[src/rtl/regbank_pkg.sv]
package regbank_pkg;

  typedef enum logic [3:0] {
    POL_RW    = 4'd0,
    POL_RO    = 4'd1,
    POL_WO    = 4'd2,
    POL_CLR0  = 4'd3,
    POL_CLR1  = 4'd4,
    POL_CLRW  = 4'd5,
    POL_CLRRD = 4'd6,
    POL_SETRD = 4'd7,
    POL_SET   = 4'd8,
    POL_ONCE  = 4'd9,
    POL_TOG   = 4'd10,
    POL_TRIG  = 4'd11,
    POL_RSVD  = 4'd12
  } bitpol_e;

  localparam int POL_W = 4;

  // Policies whose stored value a hardware set may force to 1
  function automatic logic hw_settable(bitpol_e pol);
    return (pol == POL_RO) || (pol == POL_CLR0) || (pol == POL_CLR1) ||
           (pol == POL_CLRW) || (pol == POL_CLRRD);
  endfunction

  // Policies whose read value is pinned to the reset value
  function automatic logic reads_reset(bitpol_e pol);
    return (pol == POL_WO) || (pol == POL_RSVD);
  endfunction

  // Next stored value of one bit; hardware set is applied last so it wins
  function automatic logic bit_next(bitpol_e pol, logic q, logic locked,
                                    logic wr, logic wb, logic rd, logic hs);
    logic nq;
    nq = q;
    case (pol)
      POL_RW, POL_WO: if (wr) nq = wb;
      POL_CLR0:       if (wr && !wb) nq = 1'b0;
      POL_CLR1:       if (wr && wb) nq = 1'b0;
      POL_CLRW:       if (wr) nq = 1'b0;
      POL_CLRRD:      if (rd) nq = 1'b0;
      POL_SETRD:      if (rd) nq = 1'b1;
      POL_SET:        if (wr && wb) nq = 1'b1;
      POL_ONCE:       if (wr && !locked) nq = wb;
      POL_TOG:        if (wr && wb) nq = ~q;
      default:        nq = q;
    endcase
    if (hs && hw_settable(pol)) nq = 1'b1;
    return nq;
  endfunction

endpackage

[src/rtl/regbank_cell.sv]
module regbank_cell #(
  parameter regbank_pkg::bitpol_e POL = regbank_pkg::POL_RW,
  parameter logic RST_BIT = 1'b0
) (
  input  logic clk,
  input  logic rst_n,
  input  logic wr_hit,
  input  logic wbit,
  input  logic rd_hit,
  input  logic hw_set,
  output logic rd_val,
  output logic state,
  output logic locked,
  output logic evt
);
  import regbank_pkg::*;

  logic q_d;
  assign q_d = bit_next(POL, state, locked, wr_hit, wbit, rd_hit, hw_set);

  always_ff @(posedge clk) begin
    if (!rst_n) begin
      state  <= RST_BIT;
      locked <= 1'b0;
      evt    <= 1'b0;
    end else begin
      state  <= q_d;
      locked <= locked | ((POL == POL_ONCE) && wr_hit);
      evt    <= (POL == POL_TRIG) && wr_hit && wbit;
    end
  end

  assign rd_val = reads_reset(POL) ? RST_BIT : state;
endmodule

[src/rtl/regbank_decode.sv]
module regbank_decode #(
  parameter int NUM_REGS = 4,
  parameter int ADDR_W   = 3
) (
  input  logic [ADDR_W-1:0]   addr,
  input  logic                wr_en,
  input  logic                rd_en,
  output logic [NUM_REGS-1:0] wr_sel,
  output logic [NUM_REGS-1:0] rd_sel
);
  for (genvar r = 0; r < NUM_REGS; r++) begin : g_sel
    assign wr_sel[r] = wr_en && (addr == ADDR_W'(r));
    assign rd_sel[r] = rd_en && (addr == ADDR_W'(r));
  end
endmodule

[src/rtl/regbank_rdmux.sv]
module regbank_rdmux #(
  parameter int NUM_REGS = 4,
  parameter int DATA_W   = 16
) (
  input  logic                         clk,
  input  logic                         rst_n,
  input  logic [NUM_REGS-1:0]          rd_sel,
  input  logic [NUM_REGS*DATA_W-1:0]   reg_vals,
  output logic [DATA_W-1:0]            rdata
);
  logic [DATA_W-1:0] mux_d;

  always_comb begin
    mux_d = '0;
    for (int r = 0; r < NUM_REGS; r++)
      if (rd_sel[r]) mux_d = mux_d | reg_vals[r*DATA_W +: DATA_W];
  end

  always_ff @(posedge clk) begin
    if (!rst_n) rdata <= '0;
    else        rdata <= mux_d;
  end
endmodule

[src/rtl/regbank_top.sv]
module regbank_top #(
  parameter int NUM_REGS = 4,
  parameter int DATA_W   = 16,
  parameter int ADDR_W   = 3,
  parameter logic [4*NUM_REGS*DATA_W-1:0] POLICY_MAP = '0,
  parameter logic [NUM_REGS*DATA_W-1:0]   RESET_VAL  = '0
) (
  input  logic                         clk,
  input  logic                         rst_n,
  input  logic [ADDR_W-1:0]            addr,
  input  logic                         wr_en,
  input  logic                         rd_en,
  input  logic [DATA_W-1:0]            wdata,
  input  logic [DATA_W/8-1:0]          wstrb,
  output logic [DATA_W-1:0]            rdata,
  input  logic [NUM_REGS*DATA_W-1:0]   hw_set,
  output logic [NUM_REGS*DATA_W-1:0]   evt_pulse
);
  localparam int NBITS = NUM_REGS * DATA_W;

  // Named internal events, observed by the bound checker
  logic [NUM_REGS-1:0] wr_sel, rd_sel;
  logic [NBITS-1:0]    bit_wr, bit_rd;
  logic [NBITS-1:0]    state_q, lock_q, read_val;

  regbank_decode #(.NUM_REGS(NUM_REGS), .ADDR_W(ADDR_W)) u_dec (
    .addr(addr), .wr_en(wr_en), .rd_en(rd_en),
    .wr_sel(wr_sel), .rd_sel(rd_sel)
  );

  for (genvar r = 0; r < NUM_REGS; r++) begin : g_reg
    for (genvar k = 0; k < DATA_W; k++) begin : g_bit
      localparam int IDX = r * DATA_W + k;
      assign bit_wr[IDX] = wr_sel[r] && wstrb[k/8];
      assign bit_rd[IDX] = rd_sel[r];
      regbank_cell #(
        .POL(regbank_pkg::bitpol_e'(POLICY_MAP[4*IDX +: 4])),
        .RST_BIT(RESET_VAL[IDX])
      ) u_cell (
        .clk(clk), .rst_n(rst_n),
        .wr_hit(bit_wr[IDX]), .wbit(wdata[k]), .rd_hit(bit_rd[IDX]),
        .hw_set(hw_set[IDX]),
        .rd_val(read_val[IDX]), .state(state_q[IDX]),
        .locked(lock_q[IDX]), .evt(evt_pulse[IDX])
      );
    end
  end

  regbank_rdmux #(.NUM_REGS(NUM_REGS), .DATA_W(DATA_W)) u_rd (
    .clk(clk), .rst_n(rst_n), .rd_sel(rd_sel),
    .reg_vals(read_val), .rdata(rdata)
  );
endmodule

[config.mk]
export PLATFORM = sky130hd
export DESIGN_NAME = regbank_top
export DESIGN_NICKNAME = d
export VERILOG_FILES = /design/src/rtl/regbank_pkg.sv /design/src/rtl/regbank_cell.sv /design/src/rtl/regbank_decode.sv /design/src/rtl/regbank_rdmux.sv /design/src/rtl/regbank_top.sv
export SDC_FILE = /design/constraint.sdc
export NUM_CORES = 1
export LEC_CHECK = 0
export ABC_CLOCK_PERIOD_IN_PS = 1500
export BUFFER_PORTS_ARGS = -buffer_cell sky130_fd_sc_hd__buf_2
export CORE_ASPECT_RATIO = 0.6
export CORE_MARGIN = 1.5
export CORE_UTILIZATION = 47
export DETAILED_ROUTE_END_ITERATION = 12
export PLACE_DENSITY = 0.92
export SYNTH_ARGS = -nofsm -noshare
export SYNTH_HDL_FRONTEND = slang
export SYNTH_SLANG_ARGS = --single-unit
[constraint.sdc]
create_clock -name clk -period 1.5 [get_ports clk]
set_input_delay 0.075 -clock clk [delete_from_list [all_inputs] [get_ports clk]]
set_output_delay 0.075 -clock clk [all_outputs]
set_load 0.005 [all_outputs]
==> impl_metrics.tcl, run 1 <==
set metrics [dict create \
    synth.yosys.seq_area_share_pct 44.1 \
    cts_buffers 9 \
    detailedRoute.firstIterationViolations 142 \
    ctsResizeCount 0 \
    setup_tns_after_final_layout_ns 0 \
    start_util_pct 49.4 \
    dieArea_um2 8280 \
    postCtsHoldBufs 0 \
    endpoint_kind "flip-flop" \
    first_global_vias 2593 \
    initial_antenna_violation_count 0 \
    die_y_um 71.1 \
    gr-total-overflow 0 \
    timing_hold_violations_final 0 \
    first_pass_iters 4 \
    power_density_nw_per_um2 1130 \
    ios 169 \
    worst_path_cell_with_the_longest_stage_delay "sky130_fd_sc_hd__and4_1" \
    final.fill_count 608 \
    max_freq_mhz 897 \
    power_leakage_uw 0.00198 \
    cts_tree "yes" \
    status "finished clean" \
    diodes 0 \
    detailed_route_drc_error_count 0 \
    worst_slew_pin_slew_ns 0.749 \
    pin_count_of_the_biggest_net_entering_global_routing 51 \
    final_wtd_congestion 0.764 \
    num_vias 2506 \
    dp_cells 505 \
    finish.net_count 501 \
    post-cts-setup-buffers 0 \
    layout.cells.most_common_list "sky130_fd_sc_hd__nand2_1, sky130_fd_sc_hd__mux2i_1, sky130_fd_sc_hd__dfxtp_1" \
    clkLatencyLatePin_ns 0.34 \
    crit_fanout 16 \
    detail_route.vias_per_cell 4.81 \
    drv.max_cap_violation_count 0 \
    avgRoutedWirePerCell_um 14.8 \
    tritoncts_num_sinks 80 \
    critical_path_arrival_ns 1.39 \
    synth.distinct_cells 19 \
    layout_commonest_cell "sky130_fd_sc_hd__nand2_1" \
    cts.clk_slew.worst_paths_ns 0.06 \
    flow.area_growth_from_synthesis_pct 9.54 \
    htreeDepth 3 \
    slew-limit-headroom_pct 50.0 \
    cts.root.buffer_cell "sky130_fd_sc_hd__clkbuf_16" \
    die-width_um 116 \
    path_class "in -> reg" \
    syn_avg_cell_area_um2 9.79 \
    layout-drive-gt1-share_pct 17.3 \
    ir_drop_uv 601 \
    netlist_instances 371 \
    critical_path.max_stage_delay_ns 0.72 \
    worst-endpoint-required_ns 1.78 \
    gr-usage-all-layers_pct 19.7 \
    synth.ff_latch_count 80 \
    hp-class "in -> reg" \
    time_the_worst_path_needs_with_i_o_delays_and_setup_ns 1.12 \
    skew_ns 0.00512 \
    worstSetupStartpointType "primary input" \
    antenna_left 0 \
    rows 24 \
    crit_chain "buf_2 -> nor2_1 -> and4_1 -> a221o_1" \
    post_syn_area_um2 3630 \
    rsz_0062_raised_after_global_routing "no" \
    yosys_warnings 0 \
    grt_pass1_wl_mm 12.2 \
    finalWirelength_mm 7.71 \
    timing.final.crit_share_pct 74.3 \
    drv_slew 0 \
    final-setup-viol-count 0 \
    maximum_count_of_clock_buffers_along_a_single_path 2 \
    instances_no_fill 521 \
    dp_hpwl_mm 5.20 \
    core_region_area_um2 7360 \
    buffer_ports.inserted 40 \
]
-- logic make-up (layout without fill, tap and decap cells) --
family                 after synthesis  after routing  synth area share, %
buffers and inverters               81             64                 15.7
other                                1             64                0.103
and+or+nand+nor                    113            113                 13.7
AOI/OAI and AO/OA                   16             16                 4.41
DFF                                 80             80                 44.1
muxes                               80             80                 22.0
-- per-stage QoR --
stage | cell area (um^2) | worst slack (ns) | total power (uW) | utilization (%) | hold WS, ns
finish | 3980 | 0.385 | 4520 | 54.1 | 0.0630
global route | 3980 | 0.334 | 4640 | 54.1 | 0.0746
CTS | 3980 | 0.393 | 4520 | 54.1 | 0.0603
detailed placement | 3690 | 0.0572 | 2450 | 50.2 | 0.415
global placement | 3690 | 0.0883 | 2440 | 50.2 | 0.392
floorplan | 3870 | 0.348 | 2500 | - | 0.279
-- area by class of cell --
cell class / count / area (um^2) / share of cell area [%]
clock buffer: 10 / 239 / 6.01
multi-input combinational: 273 / 1700 / 42.7
timing repair buffer: 48 / 260 / 6.54
tap: 104 / 130 / 3.27
sequential: 80 / 1600 / 40.3
clock inverter: 6 / 50.0 / 1.26
-- flip-flops by register name, summed over array words and instances (netlist names) --
| signal | flops |
|---|---|
| g.g_bit.u_cell.rd_val | 64 |
| u_rd.rdata | 16 |
-- final timing paths --
| path | startpoint | endpoint | slack (ns) | cells past startpoint |
|---|---|---|---|---|
| worst min-delay path | wdata[11] | g_reg[1].g_bit[11].u_cell.rd_val | 0.06 | 3 |
| worst max register to register | g_reg[3].g_bit[2].u_cell.rd_val | u_rd.rdata[2] | 0.59 | 3 |
| worst max-delay path | addr[1] | u_rd.rdata[15] | 0.38 | 4 |
| worst min register to register | g_reg[3].g_bit[11].u_cell.rd_val | g_reg[3].g_bit[11].u_cell.rd_val | 0.46 | 2 |
-- metal layers --
metal	routed length (um)	up-vias	GRT usage [%]
li1	-	1212	-
met1	2990	1194	21.3
met2	4040	83	33.3
met3	458	17	6.17
met4	223	0	13.4
met5	0	-	0
-- power by group --
part	total [uW]	internal (uW)	switching, uW	leakage (uW)
Sequential	2160	2150	12.2	0.000645
Combinational	257	78.8	178	0.00119
Clock	2100	1190	911	0.000137
Total	4520	3410	1100	0.00198
-- cell usage after synthesis (all sizes together) --
cell type	count	area (um^2)
dfxtp	80	1600
nor3	1	5.00
nand3	4	40.0
nand4b	1	8.76
clkbuf	9	33.8
nand3b	1	7.51
nand2	82	308
nor2	19	76.3
buf	72	536
nor3b	1	7.51
nand4	2	25.0
and4b	1	10.0
a221o	16	160
conb	1	3.75
mux2i	80	801
and4	1	8.76
-- worst max-delay path: cells and delay by family --
kind	cells	cell delay, ns
AOI/OAI and AO/OA	1	0.28
and+or+nand+nor	2	0.90
buffers and inverters	1	0.13
Power figures use the tool's default switching activity.
==> run 2: changes to the inputs <==
--- a/config.mk
+++ b/config.mk
@@ -5,11 +5,12 @@
 export SDC_FILE = /design/constraint.sdc
 export NUM_CORES = 1
 export LEC_CHECK = 0
-export ABC_CLOCK_PERIOD_IN_PS = 1500
+export ABC_AREA = 1
+export ABC_CLOCK_PERIOD_IN_PS = 1100
 export BUFFER_PORTS_ARGS = -buffer_cell sky130_fd_sc_hd__buf_2
 export CORE_ASPECT_RATIO = 0.6
 export CORE_MARGIN = 1.5
-export CORE_UTILIZATION = 47
+export CORE_UTILIZATION = 49
 export DETAILED_ROUTE_END_ITERATION = 12
 export PLACE_DENSITY = 0.92
 export SYNTH_ARGS = -nofsm -noshare
==> constraint.sdc (replaced) <==
create_clock -name clk -period 1.1 [get_ports clk]
set_input_delay 0.055 -clock clk [delete_from_list [all_inputs] [get_ports clk]]
set_output_delay 0.055 -clock clk [all_outputs]
set_load 0.005 [all_outputs]
==> run 2 against run 1 <==
- cell count up 46%
- worst setup slack worse by 0.22 ns
- flip-flop and latch count unchanged
==> impl_metrics.tcl, run 2 <==
set metrics [dict create \
    ir_drop_uv 797 \
    clkLatencyLatePin_ns 0.34 \
    antenna_left 0 \
    synth.yosys.seq_area_share_pct 38.3 \
    worst_path_cell_with_the_longest_stage_delay "sky130_fd_sc_hd__dfxtp_1" \
    first_global_vias 3416 \
    largest_register_ffs 64 \
    critical_path.reg2reg.endpoint "u_rd.rdata[10]" \
    grt_pass1_wl_mm 15.8 \
    dieArea_um2 9120 \
    critical_path_arrival_ns 1.16 \
    timing.final.crit_share_pct 85.4 \
    detail_route.vias_per_cell 4.96 \
    post-synth-top-area-fraction_pct 38.3 \
    cts_buffers 9 \
    syn_avg_cell_area_um2 6.86 \
    buffer_ports.inserted 40 \
    rsz_0062_raised_after_global_routing "no" \
    worstSetupEndpoint "u_rd.rdata[10]" \
    place_ws_ns -0.0782 \
    post_syn_area_um2 4180 \
    synth-async-reset-ratio_pct 0 \
    endpoint_kind "flip-flop" \
    instances_no_fill 759 \
    status "finished clean" \
    layout-drive-gt1-share_pct 13.1 \
    max_freq_mhz 1060 \
    power.share.clock_pct 45.5 \
    dp_cells 739 \
    netlist_instances 610 \
    core_region_area_um2 8070 \
    r2r_slack_ns 0.16 \
    tritoncts_num_sinks 80 \
    critical_path.max_stage_delay_ns 0.32 \
    detailed_route_drc_error_count 0 \
    power_switching_share_pct 25.2 \
    die_y_um 74.6 \
    r2r_cells 4 \
    seq_area_um2 1600 \
    cpMostUsedCell "sky130_fd_sc_hd__nor2_1" \
    path_class "reg -> reg" \
    worstSetupStartpointType "flip-flop" \
    initial_antenna_violation_count 0 \
    synth_xor_area_share_pct 0 \
    power_leakage_uw 0.00241 \
    ios 169 \
    final.fill_count 732 \
    synth.distinct_cells 19 \
    multi_input_area_um2 1980 \
    die-width_um 122 \
    gr-usage-all-layers_pct 22.9 \
    power_density_nw_per_um2 1410 \
    timing_hold_violations_final 0 \
    p_int_uw 4890 \
    ctsResizeCount 0 \
    combinationalPowerShare_pct 8.9 \
    drv.max_cap_violation_count 0 \
    detailedRoute.firstIterationViolations 335 \
    cts.root.buffer_cell "sky130_fd_sc_hd__clkbuf_16" \
    flow.area_growth_from_synthesis_pct 10.6 \
    diodes 0 \
    setup_crit_start "g_reg[1].g_bit[10].u_cell.rd_val" \
    synth_top_flop_cell "sky130_fd_sc_hd__dfxtp_1" \
    start_util_pct 51.8 \
    post_synth_and_or_nand_nor_area_fraction_pct 39.8 \
    synthMuxAreaShare_pct 0 \
    net_switching_power_uw 1640 \
    worst-endpoint-required_ns 1.32 \
    synth.ff_latch_count 80 \
    layout_commonest_cell "sky130_fd_sc_hd__nor2_1" \
    gr-total-overflow 0 \
    time_the_worst_path_needs_with_i_o_delays_and_setup_ns 0.940 \
    synth_common_cells "sky130_fd_sc_hd__nor2_1, sky130_fd_sc_hd__nand2_1, sky130_fd_sc_hd__dfxtp_1" \
    final-setup-viol-count 0 \
    yosys_warnings 0 \
    share_of_the_synthesized_area_in_compound_gates_ao_oa_aoi_oai_pct 1.91 \
    crit_chain "nand4_1 -> nand2_1 -> nor2_1 -> nor2_1" \
    finalWirelength_mm 9.99 \
    first_pass_iters 5 \
    synth_top_family_by_area "simple AND/OR/NAND/NOR gates" \
    postLayoutSetupSlackWorst_ns 0.160 \
    num_vias 3764 \
    worst_reg2reg_path_startpoint "g_reg[1].g_bit[10].u_cell.rd_val" \
    synth-edff-count 0 \
    drv_slew 0 \
    pin_count_of_the_biggest_net_entering_global_routing 65 \
    avgRoutedWirePerCell_um 13.2 \
    final_wtd_congestion 0.860 \
    synth_top_cells_by_area "sky130_fd_sc_hd__dfxtp_1, sky130_fd_sc_hd__nor2_1, sky130_fd_sc_hd__buf_4" \
    cts.clk_slew.worst_paths_ns 0.06 \
    hp-class "in -> reg" \
    yosysMostFrequentCell "sky130_fd_sc_hd__nor2_1" \
    rows 25 \
    skew_ns 0.00621 \
    power.share.sequential_pct 45.6 \
    synth_fa_ha_area_share_pct 0 \
    cts_tree "yes" \
    dp_hpwl_mm 6.82 \
    finish.net_count 735 \
    crit_fanout 2 \
    maximum_count_of_clock_buffers_along_a_single_path 2 \
    htreeDepth 3 \
    synth_top_cell_by_area "sky130_fd_sc_hd__dfxtp_1" \
    layout.cells.most_common_list "sky130_fd_sc_hd__nor2_1, sky130_fd_sc_hd__nand2_1, sky130_fd_sc_hd__dfxtp_1" \
]
run 2: cell count changes after synthesis, moves of 6 or more:
cell,previous run,this run
sky130_fd_sc_hd__nand3_1,0,16
sky130_fd_sc_hd__a221o_1,16,0
sky130_fd_sc_hd__o21ai_1,0,16
sky130_fd_sc_hd__nand4_1,0,48
sky130_fd_sc_hd__mux2i_1,80,0
sky130_fd_sc_hd__buf_2,5,13
sky130_fd_sc_hd__inv_1,0,49
sky130_fd_sc_hd__nand2_1,82,128
sky130_fd_sc_hd__nand4_4,0,6
sky130_fd_sc_hd__nor2_1,17,160
run 2: kinds of logic (layout without fill, tap and decap cells):
| group | after synthesis | in the layout |
|---|---|---|
| AND/OR/NAND/NOR | 364 | 364 |
| flip-flops | 80 | 80 |
| other | 1 | 64 |
| AO/OA/AOI/OAI | 16 | 16 |
| buffers and inverters | 149 | 127 |
run 2: layer usage:
layer / wire (um) / track usage [%] / share of wire [%]
met1: 4120 / 28.3 / 41
met2: 4640 / 37.8 / 46
met3: 1120 / 8.13 / 11
met4: 112 / 7.88 / 1.1
met5: 0 / 0 / 0
run 2: how the worst min path moves through the flow:
stage          cells after the start  startpoint  slack, ns                               end
3_3_place_gp                       3    wdata[6]       0.33   g_reg[2].g_bit[6].u_cell.rd_val
3_5_place_dp                       3   wdata[11]       0.34  g_reg[0].g_bit[11].u_cell.rd_val
2_1_floorplan                      2   wdata[10]       0.19  g_reg[0].g_bit[10].u_cell.rd_val
6_report                           3   wdata[10]      0.009  g_reg[0].g_bit[10].u_cell.rd_val
4_1_cts                            3   wdata[10]      0.003  g_reg[0].g_bit[10].u_cell.rd_val
5_1_grt                            3    wdata[5]       0.02   g_reg[0].g_bit[5].u_cell.rd_val
run 2: per-stage QoR:
stage / instance area (um^2) / util, % / hold WS (ns) / TNS, ns / power, uW
after floorplan: 4420 / - / 0.190 / 0 / 3540
after global placement: 4290 / 53.2 / 0.330 / -0.00130 / 3570
after detailed placement: 4290 / 53.2 / 0.339 / -1.27 / 3590
after CTS: 4630 / 57.3 / 0.00348 / 0 / 6530
after global routing: 4630 / 57.3 / 0.0220 / 0 / 6740
final: 4630 / 57.3 / 0.00895 / 0 / 6530
run 2: timing repair:
| item | 4_1_cts | 5_1_grt |
|---|---|---|
| hold buffers | 4 | 0 |
| hold endpoints to repair | 8 | 0 |
| setup buffers | 0 | 0 |
run 2: worst max-delay path: cells and delay by family (launching register included):
family / cells / cell delay [ns]
flops: 1 / 0.32
simple gates: 4 / 0.50
run 2: cell type report:
cell class	count	area share (%)
clock buffer	10	4.95
clock inverter	6	1.49
inverter	53	4.35
multi-input combinational	444	42.9
sequential	80	34.6
tap	108	2.92
timing repair buffer	58	8.81
run 2: power by group through the flow:
stage          Clock [uW]  Combinational, uW  Sequential [uW]
3_3_place_gp            0                530             3040
5_1_grt              3120                640             2980
3_5_place_dp            0                547             3040
6_report             2970                579             2980
4_1_cts              2990                563             2980
2_1_floorplan           0                506             3040
